$ cat src/rtl/lane_cmp_pkg.sv
package lane_cmp_pkg;

  localparam int OPC_W = 9;

  // Compare opcodes
  localparam logic [OPC_W-1:0] OPC_LE16 = 9'h020;
  localparam logic [OPC_W-1:0] OPC_NE16 = 9'h022;
  localparam logic [OPC_W-1:0] OPC_LE32 = 9'h024;
  localparam logic [OPC_W-1:0] OPC_NE32 = 9'h026;
  localparam logic [OPC_W-1:0] OPC_GT16 = 9'h028;
  localparam logic [OPC_W-1:0] OPC_EQ16 = 9'h02a;
  localparam logic [OPC_W-1:0] OPC_GT32 = 9'h02c;
  localparam logic [OPC_W-1:0] OPC_EQ32 = 9'h02e;

  // Strobes from control to datapath
  typedef struct packed {
    logic take;    // capture a new mask
    logic bad;     // flag an unknown opcode
    logic wide;    // 32-bit lanes when set
    logic useEq;   // equality family when set, ordering family otherwise
    logic invert;  // complement the base relation (le, ne)
  } cmpStrobe_t;

endpackage

$ cat src/rtl/lane_cmp_lane.sv
module lane_cmp_lane #(
  parameter int LANE_W = 16
) (
  input  logic [LANE_W-1:0] laneA,
  input  logic [LANE_W-1:0] laneB,
  output logic              laneGt,
  output logic              laneEq
);

  // laneA on the left of the relation, signed order
  always_comb begin
    laneGt = $signed(laneA) > $signed(laneB);
    laneEq = (laneA == laneB);
  end

endmodule

$ cat src/rtl/lane_cmp_ctrl.sv
module lane_cmp_ctrl
  import lane_cmp_pkg::*;
(
  input  logic             inValid,
  input  logic [OPC_W-1:0] inOpcode,
  output cmpStrobe_t       strobe
);

  logic       legal;
  logic       wideSel;
  logic       eqSel;
  logic       invSel;

  // Opcode decode; le and ne are complements
  always_comb begin
    legal   = 1'b1;
    wideSel = 1'b0;
    eqSel   = 1'b0;
    invSel  = 1'b0;
    unique case (inOpcode)
      OPC_GT16: begin wideSel = 1'b0; eqSel = 1'b0; invSel = 1'b0; end
      OPC_LE16: begin wideSel = 1'b0; eqSel = 1'b0; invSel = 1'b1; end
      OPC_EQ16: begin wideSel = 1'b0; eqSel = 1'b1; invSel = 1'b0; end
      OPC_NE16: begin wideSel = 1'b0; eqSel = 1'b1; invSel = 1'b1; end
      OPC_GT32: begin wideSel = 1'b1; eqSel = 1'b0; invSel = 1'b0; end
      OPC_LE32: begin wideSel = 1'b1; eqSel = 1'b0; invSel = 1'b1; end
      OPC_EQ32: begin wideSel = 1'b1; eqSel = 1'b1; invSel = 1'b0; end
      OPC_NE32: begin wideSel = 1'b1; eqSel = 1'b1; invSel = 1'b1; end
      default:  legal = 1'b0;
    endcase
  end

  always_comb begin
    strobe.take   = inValid && legal;
    strobe.bad    = inValid && !legal;
    strobe.wide   = wideSel;
    strobe.useEq  = eqSel;
    strobe.invert = invSel;
  end

endmodule

$ cat src/rtl/lane_cmp_dp.sv
module lane_cmp_dp
  import lane_cmp_pkg::*;
#(
  parameter int DATA_W   = 64,
  parameter int NARROW_W = 16,
  parameter int WIDE_W   = 32
) (
  input  logic              clk,
  input  logic              rst,
  input  cmpStrobe_t        strobe,
  input  logic [DATA_W-1:0] srcA,
  input  logic [DATA_W-1:0] srcB,
  output logic              resValid,
  output logic              resIllegal,
  output logic [DATA_W-1:0] resWord
);

  localparam int NARROW_LANES = DATA_W / NARROW_W;
  localparam int WIDE_LANES   = DATA_W / WIDE_W;

  logic [NARROW_LANES-1:0] narrowGt, narrowEq, narrowRel;
  logic [WIDE_LANES-1:0]   wideGt, wideEq, wideRel;
  logic [DATA_W-1:0]       maskNext;

  // Narrow lane comparators, lane 0 at the bottom
  for (genvar i = 0; i < NARROW_LANES; i++) begin : g_narrow
    lane_cmp_lane #(.LANE_W(NARROW_W)) u_lane (
      .laneA (srcA[i*NARROW_W +: NARROW_W]),
      .laneB (srcB[i*NARROW_W +: NARROW_W]),
      .laneGt(narrowGt[i]),
      .laneEq(narrowEq[i])
    );
  end

  // Wide lane comparators
  for (genvar j = 0; j < WIDE_LANES; j++) begin : g_wide
    lane_cmp_lane #(.LANE_W(WIDE_W)) u_lane (
      .laneA (srcA[j*WIDE_W +: WIDE_W]),
      .laneB (srcB[j*WIDE_W +: WIDE_W]),
      .laneGt(wideGt[j]),
      .laneEq(wideEq[j])
    );
  end

  // Relation select and complement
  always_comb begin
    narrowRel = (strobe.useEq ? narrowEq : narrowGt)
                ^ {NARROW_LANES{strobe.invert}};
    wideRel   = (strobe.useEq ? wideEq : wideGt)
                ^ {WIDE_LANES{strobe.invert}};
  end

  // Packing: lane i to bit i, zero above
  always_comb begin
    maskNext = '0;
    if (strobe.wide) maskNext[WIDE_LANES-1:0]   = wideRel;
    else             maskNext[NARROW_LANES-1:0] = narrowRel;
  end

  // Output register
  always_ff @(posedge clk) begin
    if (rst) begin
      resValid   <= 1'b0;
      resIllegal <= 1'b0;
      resWord    <= '0;
    end else begin
      resValid   <= strobe.take;
      resIllegal <= strobe.bad;
      if (strobe.take) resWord <= maskNext;
    end
  end

endmodule

$ cat src/rtl/lane_cmp_unit.sv
module lane_cmp_unit
  import lane_cmp_pkg::*;
#(
  parameter int DATA_W   = 64,
  parameter int NARROW_W = 16,
  parameter int WIDE_W   = 32
) (
  input  logic              clk,
  input  logic              rst,
  input  logic              inValid,
  input  logic [OPC_W-1:0]  inOpcode,
  input  logic [DATA_W-1:0] inSrcA,
  input  logic [DATA_W-1:0] inSrcB,
  output logic              outValid,
  output logic              outIllegal,
  output logic [DATA_W-1:0] outResult
);

  cmpStrobe_t strobe;

  lane_cmp_ctrl u_ctrl (
    .inValid (inValid),
    .inOpcode(inOpcode),
    .strobe  (strobe)
  );

  lane_cmp_dp #(
    .DATA_W  (DATA_W),
    .NARROW_W(NARROW_W),
    .WIDE_W  (WIDE_W)
  ) u_dp (
    .clk       (clk),
    .rst       (rst),
    .strobe    (strobe),
    .srcA      (inSrcA),
    .srcB      (inSrcB),
    .resValid  (outValid),
    .resIllegal(outIllegal),
    .resWord   (outResult)
  );

endmodule

$ cat config.mk
export PLATFORM = sky130hd
export DESIGN_NAME = lane_cmp_unit
export DESIGN_NICKNAME = d
export VERILOG_FILES = /design/src/rtl/lane_cmp_pkg.sv /design/src/rtl/lane_cmp_lane.sv /design/src/rtl/lane_cmp_ctrl.sv /design/src/rtl/lane_cmp_dp.sv /design/src/rtl/lane_cmp_unit.sv
export SDC_FILE = /design/constraint.sdc
export NUM_CORES = 1
export LEC_CHECK = 0
export ABC_AREA = 1
export BUFFER_PORTS_ARGS = -buffer_cell sky130_fd_sc_hd__clkbuf_2
export CAP_MARGIN = 25
export CORE_ASPECT_RATIO = 2
export CORE_UTILIZATION = 30
export DETAILED_ROUTE_END_ITERATION = 12
export GPL_ROUTABILITY_DRIVEN = 0
export GPL_TIMING_DRIVEN = 0
export SLEW_MARGIN = 40
export SYNTH_ARGS = -nofsm -noshare
export SYNTH_HDL_FRONTEND = slang
export SYNTH_SLANG_ARGS = --single-unit
export TNS_END_PERCENT = 5
$ cat constraint.sdc
create_clock -name clk -period 3.1 [get_ports clk]
set_clock_uncertainty 0.05 [all_clocks]
set_input_delay 0.31 -clock clk [delete_from_list [all_inputs] [get_ports clk]]
set_output_delay 0.31 -clock clk [all_outputs]
set_load 0.01 [all_outputs]
==> results.yml, run 1 <==
run_status:
  status: "finished, final reports clean"
setup_path:
  critical-path-top-delay-family: "simple AND/OR/NAND/NOR gates"
  r2r_slack_ns: 2.40
  path_buf_inv: 2
  worstSetupStartpointType: "primary input"
  cpMaxStageDelayCell: "nor4_2"
  cpMostUsedCell: "nand2_1"
  crit_required_ns: 3.17
  end_kind: "register"
  path_cells: "clkbuf_2, inv_1, ha_1, nand4_1, nor4_2, a21oi_1, nand3_1, nand2_1, nand2_1, nand2_1, nand3_1, nand2_1"
  critical_path_class: "primary input to register"
  crit_fanout: 4
  cpPeakStageDelay_ns: 0.50
  cp_data_arrival_time_ns: 2.01
power_and_ir_drop:
  combPwrFrac: 0.603
  p_leak_nw: 2.68
  p_switching_w: 0.000255
  sw_frac_of_total: 0.357
  ir_worst_vdd_v: 0.000141
  p_seq_frac: 0.111
  intPower_w: 0.000460
  pwr-share-clk: 0.287
  power.density_mw_per_mm2: 183
die:
  core_area_sq_mm: 0.00895
  die_w_um: 69.7
  die-area_sq_mm: 0.00957
  fp.dieH_um: 137
  pin_count: 206
  initial_core_util: 0.307
  rows: 49
cells_and_area:
  final_cell_mix: "clkbuf_2 (145), inv_1 (95), nand2_1 (88)"
  area_growth_pct: 41.8
  final_cells: 747
  fin_nets: 853
  final_util: 0.435
  drive_gt1_frac: 0.347
  num_antenna_cells: 0
  mostFrequentLayoutCell: "clkbuf_2"
route:
  drt-pass1-iter-count: 6
  drt-total-wl_mm: 6.68
  vias: 3085
  wl_per_cell_um: 8.94
  postRouteAntennaNets: 0
  drc: 0
  via_per_inst: 4.13
  drt_iter0_drc: 50
logic_synthesis:
  synth_top_area_frac: 0.301
  synth_cells: 438
  synth.distinct_cells: 30
  synth_area_sq_mm: 0.00275
  yosys.area.top_type: "ha_1"
  synth_ff_type: "dfxtp_1"
  synth_area_leaders: "ha_1 (30%), buf_4 (16%), inv_1 (13%)"
  synth_seq_area_share: 0.0437
  syn_area_per_cell_sq_um: 6.27
  async_flop_share: 0
  ys_ff_latch: 6
  synth_enable_flop_cells: 0
  ys_warn_count: 0
clock_tree:
  clk_pin_slew_ns: 0.03
  cts_resized: 0
  numCtsBuffers: 3
  clockRootBuffer: "clkbuf_16"
  cts_setup_buffers: 0
  cts_num_sinks: 6
  insertion_delay_ns: 0.23
  clk_path_buf_depth: 2
  cts_tree: "yes"
  h-tree-depth: 1
  cts_hold_buf: 0
placement:
  placedCellCount: 744
  post-dp-hpwl_mm: 6.40
  port_buffers: 145
timing:
  whs_ns: 0.250
  rsz0062_at_grt: "false"
  hold_viol: 0
  period_share: 0.626
  maxSlewViolCount: 0
  fmaxAchievable_ghz: 0.515
  tns_ns: 0
  finalCriticalPeriod_ns: 1.94
  setup_violations: 0
job:
  maxCapViolations: 0
min_path:
  worstHoldPathType: "primary input to register"
global_route:
  antenna_found_initial: 0
  grt_pass1_vias: 2846
  grt-ovfl-total: 0
  grt_pass1_wl_mm: 10.7
  grt_max_degree: 9
  grt.total_usage: 0.132
## synthesized netlist by cell type, types with 5 or more instances
cell type and number:
inv_1 95, nand2_1 88, ha_1 66, buf_4 60
a21oi_1 33, nor2_1 22, nand3_1 20, o21ai_0 10
nand4_1 8, dfxtp_1 6, inv_2 5
## power by group through the flow
stage	Sequential (W)	Clock, W	Combinational, W
6_report	0.0000791	0.000205	0.000431
5_1_grt	0.0000791	0.000213	0.000502
4_1_cts	0.0000791	0.000208	0.000434
3_5_place_dp	0.0000802	0	0.000431
3_3_place_gp	0.0000801	0	0.000423
2_1_floorplan	0.0000806	0	0.000291
## flip-flops by register name (all words and copies together), names as in the netlist
register	flops
u_dp.resValid	1
u_dp.resIllegal	1
u_dp.resWord	4
## metrics by stage
stage / area [sq um] / power [W] / worst slack (ns)
floorplan: 2970 / 0.000372 / 1.33
global placement: 3820 / 0.000503 / 0.901
detailed placement: 3820 / 0.000511 / 0.899
CTS: 3900 / 0.000721 / 1.13
global route: 3900 / 0.000794 / 1.01
finish: 3900 / 0.000715 / 1.16
## path summary, 6_finish.rpt
path | depth (start not counted) | startpoint | to
hold / removal | 2 | rst | u_dp.resWord[2]$_SDFFE_PP0P_
hold reg to reg | 2 | u_dp.resWord[2]$_SDFFE_PP0P_ | u_dp.resWord[2]$_SDFFE_PP0P_
setup reg to reg | 2 | u_dp.resWord[1]$_SDFFE_PP0P_ | u_dp.resWord[1]$_SDFFE_PP0P_
setup / recovery | 12 | inSrcB[15] | u_dp.resWord[0]$_SDFFE_PP0P_
## final cells by class
class	count	area (sq um)
plain buffers	60	450
clock buffers	3	75.1
fillers	987	5050
inverters	101	380
multi-input cells	330	2020
flip-flops and latches	6	120
well taps	102	128
repair buffers	145	726
## cell families (layout without fill, tap and decap cells)
kind of cell	after synthesis	in the layout	synth area share
flip-flops	6	6	0.0437
AND/OR/NAND/NOR	151	151	0.246
buffers and inverters	161	309	0.302
other	1	60	0.00136
XOR/XNOR	2	2	0.00638
adder cells (fa/ha/maj)	66	66	0.301
AO/OA/AOI/OAI	51	51	0.0993
## layer usage
layer / part of all wire / track usage
met2: 0.59 / 0.299
met3: 0.078 / 0.0168
met1: 0.32 / 0.113
met4: 0.019 / 0.0344
met5: 0 / 0
Note: power is estimated with default switching activity, not from simulation.
==> run 2: changes to the inputs <==
PLACE_DENSITY = 0.65   (was not set)
clock period = 1.6 ns   (was 3.1 ns; I/O delays follow)
==> results.yml, run 2 (synthesis gave the netlist of run 1 again) <==
die:
  die_w_um: 69.7
  rows: 49
  die-area_sq_mm: 0.00957
  core_area_sq_mm: 0.00895
  initial_core_util: 0.307
  pin_count: 206
  fp.dieH_um: 137
setup_path:
  reg2reg_from: "u_dp.resWord[1]$_SDFFE_PP0P_"
  end_kind: "register"
  path_buf_inv: 1
  cp_data_arrival_time_ns: 1.71
  worstSetupStartpointType: "primary input"
  cpPeakStageDelay_ns: 0.27
  critical_path_class: "primary input to register"
  worst_r2r_path_depth: 2
  crit_required_ns: 1.71
  critical-path-top-delay-family: "simple AND/OR/NAND/NOR gates"
  cpMaxStageDelayCell: "ha_4"
  path_cells: "clkbuf_2, ha_4, nand4_1, nor2_2, nand2_1, nand3_1, nand2_1, nand2_1, nand2_2, nand4_1, nand2_1, nand2_1, nand3_2, a21oi_2"
  crit_fanout: 3
  cpMostUsedCell: "nand2_1"
  r2r_slack_ns: 0.87
  r2r-end: "u_dp.resWord[1]$_SDFFE_PP0P_"
timing:
  whs_ns: 0.111
  setup_ws_ns: -0.00649
  setup_violations: 1
  tns_ns: -0.00649
  finalCriticalPeriod_ns: 1.61
  rsz0062_at_grt: "true"
  fmaxAchievable_ghz: 0.622
  period_share: 1.00
  hold_viol: 0
  maxSlewViolCount: 0
cells_and_area:
  largest_register_ffs: 4
  area_growth_pct: 57.5
  mostFrequentLayoutCell: "clkbuf_2"
  reg_top3: "u_dp.resWord (4), u_dp.resIllegal (1), u_dp.resValid (1)"
  largest_register: "u_dp.resWord"
  fillers: 919
  fin_nets: 860
  num_antenna_cells: 0
  final_cell_mix: "clkbuf_2 (138), inv_1 (82), nand2_1 (77)"
  final_util: 0.483
  drive_gt1_frac: 0.437
clock_tree:
  clockRootBuffer: "clkbuf_16"
  clk_path_buf_depth: 2
  cts_num_sinks: 6
  numCtsBuffers: 3
  insertion_delay_ns: 0.23
  cts_hold_buf: 0
  h-tree-depth: 1
  cts_tree: "yes"
  clk_pin_slew_ns: 0.03
run_status:
  violations: "negative setup slack"
  status: "complete, but fails checks"
power_and_ir_drop:
  power.density_mw_per_mm2: 356
  combPwrFrac: 0.636
  p_seq_frac: 0.099
  ir_worst_vdd_v: 0.000292
  intPower_w: 0.000970
  sw_frac_of_total: 0.370
  p_leak_nw: 2.75
  pwr-share-clk: 0.264
  p_switching_w: 0.000569
min_path:
  whs_endpoint: "u_dp.resWord[3]$_SDFFE_PP0P_"
  holdPathStages: 2
  worstHoldPathType: "primary input to register"
  hp-start: "rst"
route:
  vias: 3210
  drt-pass1-iter-count: 4
  via_per_inst: 4.26
  drt-total-wl_mm: 7.34
  drc: 0
  postRouteAntennaNets: 0
  wl_per_cell_um: 9.73
  drt_iter0_drc: 79
placement:
  port_buffers: 145
  post-dp-hpwl_mm: 6.47
global_route:
  grt.total_usage: 0.140
  grt_pass1_vias: 2986
  grt_pass1_wl_mm: 11.3
  antenna_found_initial: 0
  grt_max_degree: 9
  grt-ovfl-total: 0
job:
  maxCapViolations: 0
[run 2: cell count changes in the layout (fill, tap and decap cells not counted), sizes merged]
cell,before,now
buf,60,72
clkbuf,148,143
[run 2: power by group through the flow]
stage               registers [W]  clock network (W)  logic [W]
floorplan                0.000156                  0   0.000583
global placement         0.000155                  0   0.000846
detailed placement       0.000155                  0   0.000866
CTS                      0.000153           0.000410   0.000900
global route             0.000153           0.000420    0.00112
finish                   0.000153           0.000407   0.000979
[run 2: what timing repair did]
| item | 4_1_cts | 5_1_grt |
|---|---|---|
| resized for setup | 15 | 46 |
| setup endpoints to repair | 3 | 4 |
| pin swaps | 12 | 27 |
| endpoints found under the hold margin | 0 | 0 |
| setup buffers | 4 | 3 |
[run 2: metrics by stage]
step	area (sq um)	power, W	setup slack [ns]	cells
floorplan	3060	0.000740	-0.00852	497
detailed placement	3910	0.00102	-0.527	744
global placement	3910	0.00100	-0.511	744
finish	4330	0.00154	-0.00649	754
global route	4330	0.00169	-0.164	754
CTS	4100	0.00146	-0.00802	751
[run 2: worst reg2reg max path: stages, from the launching register on]
cell	delay (ns)
dfxtp_1	0.30
o21ai_0	0.21
a21oi_2	0.04
[run 2: routing by layer]
metal / wire length, um / GRT usage / vias up
met5: 0 / 0 / -
met4: 69 / 0.0300 / 0
met3: 462 / 0.0146 / 9
met2: 4500 / 0.319 / 135
met1: 2310 / 0.123 / 1380
li1: - / - / 1686
[run 2: worst max-delay path by stage]
stage | from | to | cells after the start
6_report | inSrcA[53] | u_dp.resWord[3]$_SDFFE_PP0P_ | 14
5_1_grt | inSrcB[53] | u_dp.resWord[3]$_SDFFE_PP0P_ | 15
4_1_cts | inSrcB[7] | u_dp.resWord[0]$_SDFFE_PP0P_ | 15
3_5_place_dp | inSrcB[5] | u_dp.resWord[0]$_SDFFE_PP0P_ | 14
3_3_place_gp | inSrcB[5] | u_dp.resWord[0]$_SDFFE_PP0P_ | 14
2_1_floorplan | inSrcB[5] | u_dp.resWord[0]$_SDFFE_PP0P_ | 13
[run 2: layout make-up]
type | instances | area (sq um) | area share
clock buffers | 3 | 75.1 | 0.0174
inverters | 101 | 407 | 0.0940
plain buffers | 60 | 450 | 0.104
multi-input cells | 330 | 2320 | 0.536
repair buffers | 152 | 827 | 0.191
well taps | 102 | 128 | 0.0295
flip-flops and latches | 6 | 120 | 0.0278
